**config.mk**
```make
export PLATFORM = sky130hd
export DESIGN_NAME = mem_pager
export DESIGN_NICKNAME = d
export VERILOG_FILES = /design/src/rtl/mem_pager_pkg.sv /design/src/rtl/mem_pager_ctrl.sv /design/src/rtl/mem_pager_decode.sv /design/src/rtl/mem_pager.sv
export SDC_FILE = /design/constraint.sdc
export NUM_CORES = 1
export LEC_CHECK = 0
export BUFFER_PORTS_ARGS = -buffer_cell sky130_fd_sc_hd__buf_4
export CORE_AREA = 2 2 39 41
export DETAILED_ROUTE_END_ITERATION = 10
export DIE_AREA = 0 0 41 43
export PLACE_DENSITY_LB_ADDON = 0.15
export RECOVER_POWER = 50
export SLEW_MARGIN = 30
export SYNTH_ARGS = -nofsm -noshare
export SYNTH_HDL_FRONTEND = slang
export SYNTH_SLANG_ARGS = --single-unit
```
**constraint.sdc**
```tcl
create_clock -name clk -period 1.1 [get_ports clk]
set_clock_uncertainty 0.05 [all_clocks]
set_input_delay 0 -clock clk [delete_from_list [all_inputs] [get_ports clk]]
set_output_delay 0 -clock clk [all_outputs]
set_load 0.02 [all_outputs]
```
**src/rtl/mem_pager_pkg.sv**
```systemverilog
package mem_pager_pkg;

  localparam int ADDR_W  = 16;
  localparam int BANK_W  = 2;
  localparam int WIN_SZ  = 'h2000;
  localparam logic [7:0] CTRL_PORT = 8'hE3;
  localparam int FORCE_BIT  = 7;
  localparam int RAMROM_BIT = 6;
  localparam logic [BANK_W-1:0] PROT_BANK = '1;

  typedef enum logic [1:0] {
    MODE_NONE   = 2'd0,
    MODE_ROMMAP = 2'd1,
    MODE_RAMROM = 2'd2,
    MODE_FORCE  = 2'd3
  } map_mode_e;

  typedef struct packed {
    logic              force_map;
    logic              ram_rom;
    logic [BANK_W-1:0] bank;
  } ctrl_t;

  function automatic map_mode_e pick_mode(ctrl_t c, logic jmp, logic am);
    if (c.force_map)          return MODE_FORCE;
    else if (c.ram_rom && am) return MODE_RAMROM;
    else if (jmp && am)       return MODE_ROMMAP;
    else                      return MODE_NONE;
  endfunction

  function automatic logic in_low(logic [ADDR_W-1:0] a);
    return a < ADDR_W'(WIN_SZ);
  endfunction

  function automatic logic in_high(logic [ADDR_W-1:0] a);
    return (a >= ADDR_W'(WIN_SZ)) && (a < ADDR_W'(2 * WIN_SZ));
  endfunction

endpackage

```
**src/rtl/mem_pager_ctrl.sv**
```systemverilog
module mem_pager_ctrl
  import mem_pager_pkg::*;
(
  input  logic              clk,
  input  logic              por_n,
  input  logic              port_wr,
  input  logic [7:0]        wdata,
  output ctrl_t             ctrl
);

  always_ff @(posedge clk or negedge por_n) begin
    if (!por_n) begin
      ctrl <= '0;
    end else if (port_wr) begin
      ctrl.force_map <= wdata[FORCE_BIT];
      ctrl.ram_rom   <= ctrl.ram_rom | wdata[RAMROM_BIT];
      ctrl.bank      <= wdata[BANK_W-1:0];
    end
  end

  // once set, RAM-as-ROM survives any write
  a_r3_ramrom_sticky: assert property (@(posedge clk) disable iff (!por_n)
    $past(ctrl.ram_rom) |-> ctrl.ram_rom);

  // without a port write, the register holds
  a_r2_hold_without_write: assert property (@(posedge clk) disable iff (!por_n)
    !$past(port_wr) |-> ($stable(ctrl.force_map) && $stable(ctrl.bank)));

endmodule

```
**src/rtl/mem_pager_decode.sv**
```systemverilog
module mem_pager_decode
  import mem_pager_pkg::*;
(
  input  logic              clk,
  input  logic              por_n,
  input  ctrl_t             ctrl,
  input  logic [ADDR_W-1:0] addr,
  input  logic              mreq_n,
  input  logic              rd_n,
  input  logic              wr_n,
  input  logic              rom_jmp,
  input  logic              automap,
  output logic              host_rom_dis,
  output logic              xrom_sel,
  output logic              xrom_we,
  output logic              xram_sel,
  output logic [BANK_W-1:0] xram_bank,
  output logic              xram_we
);

  map_mode_e mode;
  logic      lo_win, hi_win, strobe, wstrobe, mapped;

  assign mode    = pick_mode(ctrl, rom_jmp, automap);
  assign lo_win  = in_low(addr);
  assign hi_win  = in_high(addr);
  assign strobe  = !mreq_n && (!rd_n || !wr_n);
  assign wstrobe = !mreq_n && !wr_n;
  assign mapped  = (mode != MODE_NONE);

  always_comb begin
    host_rom_dis = mapped && (lo_win || hi_win);
    xrom_sel  = 1'b0;
    xrom_we   = 1'b0;
    xram_sel  = 1'b0;
    xram_we   = 1'b0;
    xram_bank = ctrl.bank;
    if (mapped && lo_win) begin
      unique case (mode)
        MODE_FORCE: begin
          xrom_sel = strobe;
          xrom_we  = wstrobe && !rom_jmp;
        end
        MODE_RAMROM: begin
          xram_sel  = strobe;
          xram_bank = PROT_BANK;
        end
        default: xrom_sel = strobe;
      endcase
    end else if (mapped && hi_win) begin
      xram_sel = strobe;
      xram_we  = wstrobe && !((mode == MODE_RAMROM) && (ctrl.bank == PROT_BANK));
    end
  end

  // ROM and RAM never selected together
  a_r9_single_select: assert property (@(posedge clk) disable iff (!por_n)
    !(xrom_sel && xram_sel));

  // refresh cycle selects nothing
  a_r11_refresh_idle: assert property (@(posedge clk) disable iff (!por_n)
    (!mreq_n && rd_n && wr_n) |-> (!xrom_sel && !xram_sel));

  // RAM in the low window is bank 3 and read-only
  a_r6_low_ram_protected: assert property (@(posedge clk) disable iff (!por_n)
    (xram_sel && lo_win) |-> (!xram_we && xram_bank == PROT_BANK));

  // any expansion select implies the host ROM is off
  a_r10_host_off: assert property (@(posedge clk) disable iff (!por_n)
    (xrom_sel || xram_sel) |-> host_rom_dis);

  // write enables only under a write strobe
  a_r11_we_needs_wr: assert property (@(posedge clk) disable iff (!por_n)
    (xrom_we || xram_we) |-> (!wr_n && !mreq_n));

endmodule

```
**src/rtl/mem_pager.sv**
```systemverilog
module mem_pager
  import mem_pager_pkg::*;
(
  input  logic        clk,
  input  logic        por_n,
  input  logic [15:0] cpu_addr,
  input  logic [7:0]  cpu_data,
  input  logic        mreq_n,
  input  logic        iorq_n,
  input  logic        rd_n,
  input  logic        wr_n,
  input  logic        rom_jmp,
  input  logic        automap,
  output logic        host_rom_dis,
  output logic        xrom_sel,
  output logic        xrom_we,
  output logic        xram_sel,
  output logic [1:0]  xram_bank,
  output logic        xram_we
);

  logic  port_wr;
  ctrl_t ctrl;

  assign port_wr = !iorq_n && !wr_n && (cpu_addr[7:0] == CTRL_PORT);

  mem_pager_ctrl u_ctrl (
    .clk     (clk),
    .por_n   (por_n),
    .port_wr (port_wr),
    .wdata   (cpu_data),
    .ctrl    (ctrl)
  );

  mem_pager_decode u_dec (
    .clk          (clk),
    .por_n        (por_n),
    .ctrl         (ctrl),
    .addr         (cpu_addr),
    .mreq_n       (mreq_n),
    .rd_n         (rd_n),
    .wr_n         (wr_n),
    .rom_jmp      (rom_jmp),
    .automap      (automap),
    .host_rom_dis (host_rom_dis),
    .xrom_sel     (xrom_sel),
    .xrom_we      (xrom_we),
    .xram_sel     (xram_sel),
    .xram_bank    (xram_bank),
    .xram_we      (xram_we)
  );

endmodule

```
* Yosys cells after proc, flatten, opt, wreduce, memory -nomap -nowiden
Index checks and enable logic that the tools add are counted.
** Storage, ports and cells
- Bits in registers :: 4
- Bits of input ports :: 32
** Operators by class
- Magnitude comparators :: 3
- Equality and inequality tests :: 4
- Multiplexer cells :: 14
- Bitwise gates (word level) :: 1
- Reductions and logical operators :: 22
** Operators by type and width (count)
- 16-bit by 14-bit >= comparator with 1-bit output (second input constant) :: 1
- 16-bit by 14-bit less-than comparator with 1-bit output (second input constant) :: 1
- 16-bit by 15-bit less-than comparator with 1-bit output (second input constant) :: 1
- 1-bit logical AND :: 13
- 1-bit 2-to-1 mux :: 10
- 8-bit equality test (second input constant) :: 1
- 2-bit 2-to-1 mux :: 4
- 2-bit equality test (second input constant) :: 3
- 1-bit zero test :: 6
- 1-bit logical OR :: 2
- 2-bit nonzero test :: 1
- 1-bit bitwise OR :: 1

* Logic depth before layout (Yosys ltp)
Gate-level depths: netlist of run 1.
- Depth after elaboration :: 10
- Gate-level depth with buffers :: 3
- Gate-level depth less buffers :: 3

* Hierarchy
Synthesis of run 1 repeated with hierarchy kept, for this count alone.
** Second synthesis, totals
- Cells, all modules :: 29
- Area, all modules :: 291.5 µm²
** By module, submodules not included
- mem_pager_ctrl :: instances 1, cells each 8, area an instance 142.6 µm², sequential area each 100.1 µm²
- mem_pager_decode :: instances 1, cells each 18, area an instance 123.9 µm², sequential area each 0.0 µm²
- mem_pager :: instances 1, cells each 3, area an instance 25.0 µm², sequential area each 0.0 µm²

* Worst setup path before layout of run 1
OpenSTA, ideal clock, no wires.
- Path type :: reg2out
- From :: register u_ctrl.ctrl[2] (netlist name)
- To :: output xrom_we
- Arrival time :: 1.280 ns
- Slack :: -0.230 ns
- Cell stages (with the launch flop) :: 4
- Path buffers :: 0
- Cell sequence :: dfrtp_1 -> o21a_1 -> o211ai_1 -> nor4_1
** On the way
- Longest elaborated chain between the ends :: 6
- Elaborated cells between the ends (all ways) :: 8
- Classes of those cells :: eq/ne (1); mux (4); reduce/logical (3)
** Ends and longest elaborated chain
- 1-bit logical AND * :: RTL line mem_pager_pkg.sv:26 : else if (c.ram_rom && am) return MODE_RAMROM;
- 2-bit 2-to-1 mux * :: RTL line mem_pager_pkg.sv:26
- 2-bit 2-to-1 mux * :: RTL line mem_pager_pkg.sv:25 : if (c.force_map) return MODE_FORCE;
- 2-bit equality test / 2-bit nonzero test (equally long branches) :: RTL line mem_pager_decode.sv:39, mem_pager_decode.sv:29
- 1-bit 2-to-1 mux / 1-bit logical AND (equally long branches) :: RTL line mem_pager_decode.sv:39, mem_pager_decode.sv:38
- 1-bit 2-to-1 mux * :: RTL line mem_pager_decode.sv:38 : if (mapped && lo_win) begin
- end: declaration :: RTL line mem_pager.sv:16 : output logic xrom_we,
Every way passes the cells marked *; elsewhere a longest branch is shown, timed or not.

* Worst setup path in the final report of run 1
- From :: register u_ctrl.ctrl[3] (netlist name)
- To :: output xram_we
** On the way
- Longest elaborated chain between the ends :: 7
- Elaborated cells between the ends (all ways) :: 10
- Classes of those cells :: eq/ne (1); mux (3); reduce/logical (6)
** Ends and longest elaborated chain
- 2-bit 2-to-1 mux * :: RTL line mem_pager_pkg.sv:25
- 2-bit equality test :: RTL line mem_pager_decode.sv:52 : xram_we = wstrobe && !((mode == MODE_RAMROM) && (ctrl.bank == PROT_BANK));
- 1-bit logical AND :: RTL line mem_pager_decode.sv:52
- 1-bit zero test :: RTL line mem_pager_decode.sv:52
- 1-bit logical AND :: RTL line mem_pager_decode.sv:52
- 1-bit 2-to-1 mux :: RTL line mem_pager_decode.sv:50 : end else if (mapped && hi_win) begin
- 1-bit 2-to-1 mux * :: RTL line mem_pager_decode.sv:38
- end: declaration :: RTL line mem_pager.sv:19 : output logic xram_we
Marks and branches as above.

==> impl_metrics.toml, run 1 <==
[outcome]
outcome = "complete, but fails checks"
violations = "setup timing"

[global_route]
grt_max_degree = 6
grt_pass1_vias = 412
antenna_found_initial = 0
grt_pass1_wl_mm = 1.531
groute.usage.overall = 0.1273
grt-ovfl-total = 0

[yosys]
async_reset_ff_frac = 1.000
synth_nets = 63
yosysWarnings = 0
synthTopCellsByArea = "dfrtp_1 34%, mux2_4 15%, inv_1 7.6%, o31ai_1 7.6%, nand4bb_1 3.8%"
synth_commonest_cells = "6 x inv_1, 4 x dfrtp_1, 3 x mux2_4, 3 x o31ai_1"
syn-instance-count = 31
synth_seq_area_share = 0.3361
syn_area_per_cell_um2 = 9.606
synth_edf_count = 0
synth_most_common_cell = "inv_1"
yosys.cell_types.count = 19
ys_seq_elements = 4
synth_top_cell_by_area = "dfrtp_1"
yosysTopAreaCellShare = 0.3361
syn_area_um2 = 297.8
ys.flop_type = "dfrtp_1"

[timing]
drv_slew = 0
setup_viol = 7
post-route-min-period_ns = 1.414
worstMarginPinSlew_ns = 0.2582
fin_ws_ns = -0.3136
period_share = 1.285
max_freq_ghz = 0.7074
hold_ws_ns = 0.04326
tns_ns = -1.833
slew_headroom = 0.8273
rsz0062_at_grt = "yes"
hold_viol_final = 0

[finish]
largest-register = "u_ctrl.ctrl"
fillers = 137
finish.instance_area_um2 = 681.9
top_regs = "u_ctrl.ctrl (4)"
drive_gt1_frac = 0.6575
fin_nets = 107
syn_to_final_growth_pct = 129.0
postLayoutCoreUtil = 0.4928
antenna_cells = 0
largest_reg_flops = 4

[clock_network]
numClockSinks = 4
cts_tree = "built"
cts_made_buffers = 3
cts_htree_levels = 1
cts_max_path_buffers = 2
clk_latency_ns = 0.23
cts_root_buffer = "clkbuf_4"
clk_pin_slew_ns = 0.04

[placed_design]
globalplace.congestion = 0.5827
io_buffers = 29
placed_area_um2 = 595.6
dpl.hpwl_um = 741.3

[setup_path]
critical_path_buf_inv_count = 1
crit_fanout = 5
endpoint_kind = "output port"
crit_chain = "nand3b_1, o31ai_2, nor3_2, buf_4"
cp.depth = 4
critPathTopFamily = "flip-flops"
max_stage_delay_ns = 0.38
crit_path_top_delay_cell = "dfrtp_1"
criticalPathCategory = "flop to output port"
startpoint_type = "flop"
required_ns = 1.05
reg2reg_depth = 2
cp.arrival_ns = 1.36

[detailed_routing]
viasPerCell = 4.382
finalWirelength_um = 883
route.detailed.drc = 0
drtIter0Drc = 0
num_vias = 390
wl_per_cell_um = 9.921
dr.pass1.iters = 1
ant_nets = 0

[floorplanning]
start_util = 0.2152
num_rows = 14
dieArea_um2 = 1763
coreArea_um2 = 1384
ios = 39
dieHeight_um = 43
die_width_um = 41

[power]
power_uw = 463.4
ir_drop_mv = 0.5677
p_per_area_nw_per_um2 = 679.5
p_leak_nw = 0.3415

[min_path]
hold_path_depth = 3
hold_class = "primary input to flop"

[run]
max_cap_viol_count = 0
-- logic make-up (layout without fill, tap and decap cells) --
group	count (synthesis)	in the layout	synth area share
AOI/OAI and AO/OA	9	9	0.2227
and+or+nand+nor	9	9	0.2143
buffers and inverters	6	48	0.07562
DFF	4	4	0.3361
muxes	3	3	0.1512
-- per-stage QoR --
step | cells | setup WS, ns
finish | 89 | -0.3136
detailed placement | 81 | -0.2105
floorplan | 31 | -0.1513
CTS | 90 | -0.3300
global route | 89 | -0.4048
global placement | 81 | -0.2074
-- report_power, final --
part	switching (mW)	internal [mW]
clock	0.0552	0.122
combinational	0.0455	0.0863
sequential	0.00266	0.152
total	0.103	0.360
-- final cells by class --
cell class                 count  area (µm²)  area share
clock buffer                   3       22.52     0.03303
inverter                       6       22.52     0.03303
multi-input combinational     21       211.5      0.3101
sequential                     4       100.1      0.1468
tap                           16       20.02     0.02936
timing repair buffer          39       305.3      0.4477
-- routing by layer --
layer  global-route usage  part of all wire  wire length [µm]  up-vias
met5                    0                 0                 0        -
met4              0.06000            0.0091                 8        0
met3              0.04712             0.096                85        2
met2               0.1875              0.48               426       18
met1               0.1574              0.41               361      170
li1                     -                 -                 -      200
-- repair_timing --
action / CTS / global route
resized for setup: 5 / 1
hold buffers: 5 / 0
pin swaps: 4 / 3
endpoints found under the setup margin: 7 / 7
setup buffers: 1 / 0
hold endpoints to repair: 8 / 0
-- worst register-to-register path: stages (launching register included) --
cell and delay, ns:
dfrtp_1 0.38, buf_4 0.13, mux2_4 0.24
-- final timing paths --
| check | startpoint | endpoint | slack, ns |
|---|---|---|---|
| min reg2reg | u_ctrl.ctrl[0] | u_ctrl.ctrl[0] | 0.46 |
| max reg2reg | u_ctrl.ctrl[3] | u_ctrl.ctrl[3] | 0.17 |
| min | cpu_addr[3] | u_ctrl.ctrl[2] | 0.04 |
| max | u_ctrl.ctrl[3] | xram_we | -0.31 |
| min in group asynchronous | por_n | u_ctrl.ctrl[3] | 0.08 |
| max in group asynchronous | por_n | u_ctrl.ctrl[0] | 0.74 |
-- cells in the final DEF, fill, tap and decap left out, types with 2 or more instances in the layout --
| cell | Yosys | routed |
|---|---|---|
| buf_4 | 0 | 32 |
| inv_1 | 6 | 5 |
| dlygate4sd3_1 | 0 | 5 |
| dfrtp_1 | 4 | 4 |
| mux2_4 | 3 | 3 |
| clkbuf_4 | 0 | 3 |
| o31ai_2 | 0 | 2 |
(Power assumes the default switching activity.)
==> run 2, diff against run 1 <==
==> constraint.sdc (replaced) <==
create_clock -name clk -period 1.61 [get_ports clk]
set_clock_uncertainty 0.05 [all_clocks]
set_input_delay 0 -clock clk [delete_from_list [all_inputs] [get_ports clk]]
set_output_delay 0 -clock clk [all_outputs]
set_load 0.02 [all_outputs]
==> impl_metrics.toml, run 2 (synthesis results as in run 1) <==
[finish]
final_cell_mix = "28 x buf_4, 6 x inv_1, 5 x dlygate4sd3_1, 4 x dfrtp_1"
final_common_cell = "buf_4"
top_regs = "u_ctrl.ctrl (4)"
antenna_cells = 0
largest_reg_flops = 4
syn_to_final_growth_pct = 99.16
largest-register = "u_ctrl.ctrl"
fin_nets = 102
drive_gt1_frac = 0.4706

[timing]
tns_ns = 0
worstMarginPinSlew_ns = 0.3745
period_share = 0.9189
setup_viol = 0
rsz0062_at_grt = "no"
slew_headroom = 0.7477
drv_slew = 0
fin_ws_ns = 0.1306
hold_viol_final = 0
max_freq_ghz = 0.6760
post-route-min-period_ns = 1.479

[setup_path]
required_ns = 1.56
startpoint_type = "flop"
r2r_slack_ns = 0.73
r2r-end = "u_ctrl.ctrl[3]"
cp.arrival_ns = 1.43
reg2reg_depth = 1
crit_fanout = 3
rr_startpoint = "u_ctrl.ctrl[3]"
criticalPathCategory = "flop to output port"
endpoint_kind = "output port"

[power]
pwr-share-seq = 0.349
intPower_uw = 238.7
switching_share = 0.2132
p_comb_frac = 0.251
p_per_area_nw_per_um2 = 511.4
power_uw = 303.3
clockPowerShare = 0.400
p_leak_nw = 0.3039
ir_drop_mv = 0.4002
p_switching_uw = 64.66

[clock_network]
numClockSinks = 4
post_cts.repair.setup_buffers = 0
cts_tree = "built"
cts_max_path_buffers = 2
clk_pin_slew_ns = 0.04
cts_made_buffers = 3
cts_htree_levels = 1
clk_latency_ns = 0.23
cts_root_buffer = "clkbuf_4"

[detailed_routing]
num_vias = 363
dr.pass1.iters = 2
finalWirelength_um = 849
route.detailed.drc = 0
ant_nets = 0
viasPerCell = 4.321
drtIter0Drc = 1
wl_per_cell_um = 10.11

[floorplanning]
start_util = 0.2152
die_width_um = 41
ios = 39
coreArea_um2 = 1384
dieHeight_um = 43
num_rows = 14
dieArea_um2 = 1763

[global_route]
grt-ovfl-total = 0
grt_max_degree = 6
grt_pass1_wl_mm = 1.366
groute.usage.overall = 0.1160
grt_pass1_vias = 355
antenna_found_initial = 0

[outcome]
outcome = "complete, no violations"

[placed_design]
dpl.hpwl_um = 686.1
pre_cts_slack_ns = 0.2768
io_buffers = 29
globalplace.congestion = 0.5597

[min_path]
hold_class = "primary input to async pin"

[run]
max_cap_viol_count = 0
run 2: cell count changes in the layout (fill, tap and decap cells not counted), sizes merged:
| cell | change |
|---|---|
| buf | -5 |
run 2: worst max-delay path by stage:
| stage | start | to | slack [ns] | cells past startpoint |
|---|---|---|---|---|
| 2_1_floorplan | u_ctrl.ctrl[2] | xrom_we | 0.28 | 3 |
| 3_3_place_gp | wr_n | u_ctrl.ctrl[0] | 0.27 | 4 |
| 3_5_place_dp | wr_n | u_ctrl.ctrl[0] | 0.28 | 4 |
| 4_1_cts | u_ctrl.ctrl[2] | xram_bank[0] | 0.12 | 4 |
| 5_1_grt | u_ctrl.ctrl[2] | xram_bank[0] | 0.04 | 4 |
| 6_report | u_ctrl.ctrl[2] | xram_bank[0] | 0.13 | 4 |
run 2: final cells by class:
| type | instances | area [µm²] |
|---|---|---|
| Fill cell | 147 | 790.8 |
| Timing Repair Buffer | 34 | 264.0 |
| Multi-Input combinational cell | 21 | 163.9 |
| Sequential cell | 4 | 100.1 |
| Clock buffer | 3 | 22.52 |
| Inverter | 6 | 22.52 |
| Tap cell | 16 | 20.02 |
run 2: repair_timing:
item,CTS,global route
endpoints found under the hold margin,8,0
gates resized for setup,0,0
hold buffers,5,0
endpoints found under the setup margin,0,0
run 2: metrics by stage:
step | area (µm²) | hold slack [ns] | utilization | std cells
floorplan | 297.8 | -0.3456 | - | 31
global placement | 535.5 | -0.2520 | 0.3870 | 76
detailed placement | 535.5 | -0.2523 | 0.3870 | 76
CTS | 608.1 | 0.03861 | 0.4394 | 84
global route | 593.1 | 0.08897 | 0.4286 | 84
finish | 593.1 | 0.07944 | 0.4286 | 84
run 2: power groups by stage:
stage,logic [mW],registers [mW],clock network [mW]
after CTS,0.0792,0.106,0.130
after detailed placement,0.0697,0.107,0
after global placement,0.0690,0.107,0
after global routing,0.0829,0.106,0.142
after floorplan,0.0188,0.107,0
final,0.0762,0.106,0.121
run 2: worst max-delay path: stages, from the launching register on:
cell,delay [ns]
dfrtp_1,0.39
o21a_1,0.18
o21ai_0,0.32
o31ai_1,0.14
buf_4,0.17
run 2: routing by layer:
metal,track usage,vias up,part of all wire
met5,0,-,0
li1,-,191,-
met1,0.1307,156,0.42
met4,0.08000,0,0
met3,0.03141,0,0.082
met2,0.1781,16,0.50
